## config.mk

```make
export PLATFORM = sky130hd
export DESIGN_NAME = mdio_master
export DESIGN_NICKNAME = d
export VERILOG_FILES = /design/src/rtl/mdio_master.sv
export SDC_FILE = /design/constraint.sdc
export NUM_CORES = 1
export LEC_CHECK = 0
export ABC_AREA = 1
export BUFFER_PORTS_ARGS = -buffer_cell sky130_fd_sc_hd__buf_2
export CAP_MARGIN = 0
export CELL_PAD_IN_SITES_DETAIL_PLACEMENT = 1
export CELL_PAD_IN_SITES_GLOBAL_PLACEMENT = 2
export CORE_MARGIN = 2
export CORE_UTILIZATION = 26
export DETAILED_ROUTE_END_ITERATION = 6
export HOLD_SLACK_MARGIN = 0.15
export PLACE_DENSITY = 0.74
export SKIP_LAST_GASP = 1
export SLEW_MARGIN = 15
export SYNTH_ARGS = -nofsm -noshare
export SYNTH_HDL_FRONTEND = slang
export SYNTH_SLANG_ARGS = --single-unit
```

## constraint.sdc

```tcl
create_clock -name clk -period 2.3 [get_ports clk]
set_input_delay 0.345 -clock clk [delete_from_list [all_inputs] [get_ports clk]]
set_output_delay 0.345 -clock clk [all_outputs]
set_load 0.005 [all_outputs]
```

## src/rtl/mdio_master.sv

```systemverilog
module mdio_master #(
  parameter int DIV_W    = 8,
  parameter int MIN_HALF = 3
) (
  input  logic             clk,
  input  logic             rst_n,
  input  logic             start,
  input  logic             rd_nwr,
  input  logic [4:0]       phy_addr,
  input  logic [4:0]       reg_addr,
  input  logic [15:0]      wr_data,
  input  logic [DIV_W-1:0] half_div,
  output logic             mdc,
  output logic             mdio_o,
  output logic             mdio_oe,
  input  logic             mdio_i,
  output logic [15:0]      rd_data,
  output logic             busy,
  output logic             done,
  output logic             err
);
  localparam int PW = 7;
  localparam logic [PW-1:0] TA_PER   = PW'(46);
  localparam logic [PW-1:0] DATA_END = PW'(62);
  localparam logic [PW-1:0] LAST_OK  = PW'(64);
  localparam logic [PW-1:0] LAST_ERR = PW'(78);
  localparam logic [DIV_W-1:0] MIN_DIV = DIV_W'(MIN_HALF);

  logic             rd_q, hi, abort;
  logic [4:0]       pa_q, ra_q;
  logic [15:0]      wd_q, shreg;
  logic [DIV_W-1:0] h_q, cnt, h_in;
  logic [PW-1:0]    per, nper, last;
  logic [1:0]       sync;
  logic             n_oe, n_o;
  logic [3:0]       widx;
  logic [2:0]       pidx, ridx;

  assign h_in = (half_div < MIN_DIV) ? MIN_DIV : half_div;
  assign nper = per + 1'b1;
  assign last = abort ? LAST_ERR : LAST_OK;
  assign widx = 4'(PW'(63) - nper);
  assign pidx = 3'(PW'(40) - nper);
  assign ridx = 3'(PW'(45) - nper);

  always_comb begin
    n_oe = 1'b1;
    n_o  = 1'b1;
    if (nper >= TA_PER) begin
      if (rd_q)                   begin n_oe = 1'b0; n_o = 1'b0; end
      else if (nper == PW'(47))   n_o = 1'b0;
      else if (nper > PW'(47) && nper <= PW'(63)) n_o = wd_q[widx];
      else if (nper > PW'(63))    begin n_oe = 1'b0; n_o = 1'b0; end
    end
    else if (nper >= PW'(41)) n_o = ra_q[ridx];
    else if (nper >= PW'(36)) n_o = pa_q[pidx];
    else if (nper == PW'(32)) n_o = 1'b0;
    else if (nper == PW'(34)) n_o = rd_q;
    else if (nper == PW'(35)) n_o = ~rd_q;
  end

  always_ff @(posedge clk or negedge rst_n) begin
    if (!rst_n) begin
      sync <= 2'b11; busy <= 1'b0; done <= 1'b0; err <= 1'b0;
      rd_data <= '0; shreg <= '0; mdc <= 1'b0; mdio_o <= 1'b0; mdio_oe <= 1'b0;
      rd_q <= 1'b0; pa_q <= '0; ra_q <= '0; wd_q <= '0; h_q <= MIN_DIV;
      cnt <= '0; per <= '0; hi <= 1'b0; abort <= 1'b0;
    end else begin
      sync <= {sync[0], mdio_i};
      done <= 1'b0;
      if (!busy) begin
        if (start) begin
          busy <= 1'b1; rd_q <= rd_nwr; pa_q <= phy_addr; ra_q <= reg_addr;
          wd_q <= wr_data; h_q <= h_in; cnt <= h_in - 1'b1;
          per <= '0; hi <= 1'b0; abort <= 1'b0;
          mdc <= 1'b0; mdio_oe <= 1'b1; mdio_o <= 1'b1;
        end
      end else if (cnt != '0) begin
        cnt <= cnt - 1'b1;
      end else begin
        cnt <= h_q - 1'b1;
        if (!hi) begin
          hi  <= 1'b1;
          mdc <= 1'b1;
        end else begin
          hi  <= 1'b0;
          mdc <= 1'b0;
          if (rd_q && per == TA_PER && sync[1]) abort <= 1'b1;
          if (rd_q && !abort && per > TA_PER && per <= DATA_END)
            shreg <= {shreg[14:0], sync[1]};
          if (per == last) begin
            busy <= 1'b0; done <= 1'b1; mdio_oe <= 1'b0; mdio_o <= 1'b0;
            if (rd_q) begin
              err     <= abort;
              rd_data <= abort ? 16'h0000 : shreg;
            end else begin
              err <= 1'b0;
            end
          end else begin
            per     <= nper;
            mdio_oe <= n_oe;
            mdio_o  <= n_o;
          end
        end
      end
    end
  end
endmodule

```

==> impl_metrics.csv <==
group,metric,value,unit
sta,worst_pin_slew,0.523,ns
final_layout,final_nets,705,
yosys,netlist_top_cells_area,"dfrtp_1, nand2_1, nand3_1, inv_1, o21ai_0",
final_layout,finalNonFillerCells,888,
sta,rsz0062_at_grt,"no",
grt,grt_max_degree,42,
critical_path,crit_type,"register to register",
sta,setup-tns-final,0,ns
yosys,async_reset_ff_share,100,%
final_layout,post-route-util,31.9,%
power_and_ir_drop,peakVddDrop,0.369,mV
cts,cts.sinks,91,
routing,dr.max_layer_used,"met4",
cts,cts_tree,"yes",
critical_path,r2r-start,"per[1]",
sta,min_period_over_period,88.7,%
flow_run,cap_violations,0,
routing,routed-wl-met3,502,um
critical_path,required,2.60,ns
sta,setup_viol,0,
routing,drc,0,
routing,wire_per_inst,14.1,um
floorplanning,row_count,48,
final_layout,fill_cells,2103,
routing,routed_via_density,4.53,
final_layout,diodes,0,
sta,slew_headroom,65.1,%
cts,clockRootBuffer,"clkbuf_16",
yosys,synth_fp_nets,636,
yosys,synth_ff_type,"dfrtp_1",
routing,final_antenna_net_count,0,
power_and_ir_drop,leakage,2.78,nW
yosys,ys_warn_count,0,
floorplanning,core-area,17400,um^2
placement,gp_congestion,0.880,
yosys,synth-xor-area-share,0,%
grt,grt_pass1_wl,21200,um
sta,drv_slew,0,
critical_path,cp_max_fo,7,
yosys,synthAdderAreaFrac,2.16,%
yosys,synth_most_common_cell,"nand2_1",
critical_path,startpoint_type,"register",
floorplanning,start_util,26.7,%
yosys,syn_avg_cell_area,7.86,um^2
critical_path,critPathArrivalTime,2.34,ns
yosys,syn_inst,589,
yosys,synth_top_area_share,47.0,%
critical_path,setup.worst_path.end,"mdio_o",
cts,cts_buffers,9,
power_and_ir_drop,power,5.49,mW
cts,postCtsSetupRepairBufs,0,
critical_path,endpoint_kind,"register",
routing,drt_pass1_iterations,4,
critical_path,cp-startpoint,"per[1]",
sta,fmax,490,MHz
cts,clock_path_buffers,2,
yosys,yosysSeqAreaShare,49.3,%
final_layout,drive_above_1_share,19.9,%
power_and_ir_drop,p_per_area,992,nW/um^2
min_path,hp-class,"primary input to register",
critical_path,regToRegSetupSlack,0.26,ns
yosys,synth_compound_area_share,10.6,%
yosys,synth_seq_cells,91,
placement,post-place-cells,870,
status,status,"finished, final reports clean",
yosys,synth_cell_types,35,
yosys,synth_top_family_by_area,"simple AND/OR/NAND/NOR gates",
floorplanning,dieArea,18900,um^2
routing,vias,4026,
yosys,yosys.area_share.simple,30.1,%
routing,dr.first_iter.drc_count,136,
final_layout,syn_to_final_growth,19.6,%
yosys,synth_edf_count,0,
yosys,synth_top_area_cell,"dfrtp_1",
yosys,synthTopCellsByCount,"nand2_1, dfrtp_1, inv_1",
yosys,muxShareOfSynthArea,0,%
placement,io_buffer_count,60,
placement,hpwl,9110,um
cts,clk_latency,0.35,ns
routing,wl_met1,5900,um
grt,overflow,0,
cts,cts.clk_slew.worst_paths,0.07,ns
routing,wl_met2,5880,um
floorplanning,ios,61,
critical_path,reg2reg_to,"mdio_o",
yosys,synth_area,4630,um^2
grt,first_global_vias,4187,
sta,fin_crit,2.04,ns
sta,final-hold-violation-count,0,
sta,hold_ws,0.183,ns
grt,antenna_found_initial,0,
critical_path,rr_worst_depth,13,
floorplanning,dieWidth,137,um
sta,fin_worst_skew,0.00843,ns
routing,wl,12500,um
cts,h-tree-depth,3,
floorplanning,die_h,137,um
grt,grtUsageTotal,14.4,%
[stage by stage]
stage	setup WS, ns	cell area, um^2
floorplan	0.135	4630
detailed placement	0.200	5220
global route	0.0426	5530
CTS	0.174	5530
finish	0.259	5530
global placement	0.323	5220
[flip-flops by register name (all words and copies together) (netlist names)]
| name | cells |
|---|---|
| wd_q | 16 |
| hi | 1 |
| mdio_o | 1 |
| rd_q | 1 |
| shreg | 16 |
| mdio_oe | 1 |
| rd_data | 16 |
| abort | 1 |
| ra_q | 5 |
| pa_q | 5 |
| per | 7 |
| done | 1 |
| busy | 1 |
| err | 1 |
| sync | 2 |
| h_q | 8 |
| cnt | 8 |
[layout by cell type, fill, tap and decap left out, types with 2 or more instances in the layout]
master | Yosys | final
a31oi_1 | 2 | 2
a21oi_1 | 16 | 16
nand4_1 | 9 | 9
ha_1 | 8 | 7
dfstp_2 | 4 | 4
o22ai_1 | 5 | 5
o21ai_1 | 14 | 15
buf_2 | 6 | 59
inv_6 | 0 | 2
buf_4 | 3 | 15
nor2_2 | 5 | 5
nand3_1 | 47 | 47
dlygate4sd3_1 | 0 | 2
o21ai_0 | 35 | 34
nand3_2 | 2 | 2
nor2_1 | 27 | 27
o21bai_1 | 2 | 2
dfrtp_1 | 87 | 86
nand2_1 | 212 | 212
inv_2 | 4 | 4
inv_8 | 0 | 3
clkinv_1 | 3 | 3
nor3_1 | 2 | 2
nand2_2 | 6 | 6
o21ai_2 | 10 | 10
clkbuf_16 | 0 | 9
inv_1 | 61 | 61
clkinv_4 | 0 | 2
[area by class of cell]
type,instances,area (um^2),area share (%)
Clock inverter,7,68.8,1.24
Clock buffer,9,225,4.07
Sequential cell,91,2280,41.3
Timing Repair Buffer,76,428,7.73
Tap cell,225,282,5.09
Inverter,69,260,4.70
Multi-Input combinational cell,411,1990,35.9
[worst min path at each step]
| stage | slack [ns] | cells past startpoint | startpoint | end |
|---|---|---|---|---|
| 6_report | 0.18 | 3 | phy_addr[3] | pa_q[3] |
| 3_5_place_dp | 0.35 | 0 | sync[0] | sync[1] |
| 5_1_grt | 0.18 | 3 | wr_data[8] | wd_q[8] |
| 2_1_floorplan | 0.05 | 0 | rst_n | abort |
| 3_3_place_gp | 0.35 | 0 | sync[0] | sync[1] |
| 4_1_cts | 0.17 | 3 | phy_addr[3] | pa_q[3] |
[routing by layer]
layer	GRT usage, %	vias to the layer above
li1	-	2017
met1	18.9	1928
met2	23.3	70
met3	3.13	11
met4	5.15	0
met5	0	-
[what timing repair did]
| action | CTS | global route |
|---|---|---|
| hold buffers | 2 | 0 |
| hold endpoints to repair | 30 | 0 |
| gates resized for setup | 0 | 3 |
| setup endpoints to repair | 0 | 2 |
[logic make-up (layout without fill, tap and decap cells)]
kind of cell	count (synthesis)	in the layout
AND/OR/NAND/NOR	317	317
flip-flops	91	91
buffers and inverters	87	161
AO/OA/AOI/OAI	86	86
adder cells (fa/ha/maj)	8	8
[power by group]
| part | leakage [nW] | internal (mW) | switching (mW) |
|---|---|---|---|
| clock | 0.146 | 0.768 | 0.720 |
| combinational | 1.46 | 0.703 | 1.25 |
| sequential | 1.18 | 1.82 | 0.232 |
[worst max-delay path: stages (launching register included)]
cell,delay (ns)
dfrtp_2,0.46
ha_2,0.21
inv_1,0.07
nand2_1,0.05
nand2_1,0.18
inv_1,0.12
ha_1,0.30
inv_1,0.07
nand4_1,0.08
o21ai_0,0.11
nand3_1,0.10
nand3_1,0.09
nand3_1,0.07
nand2_1,0.05
Note: power is estimated with default switching activity, not from simulation.
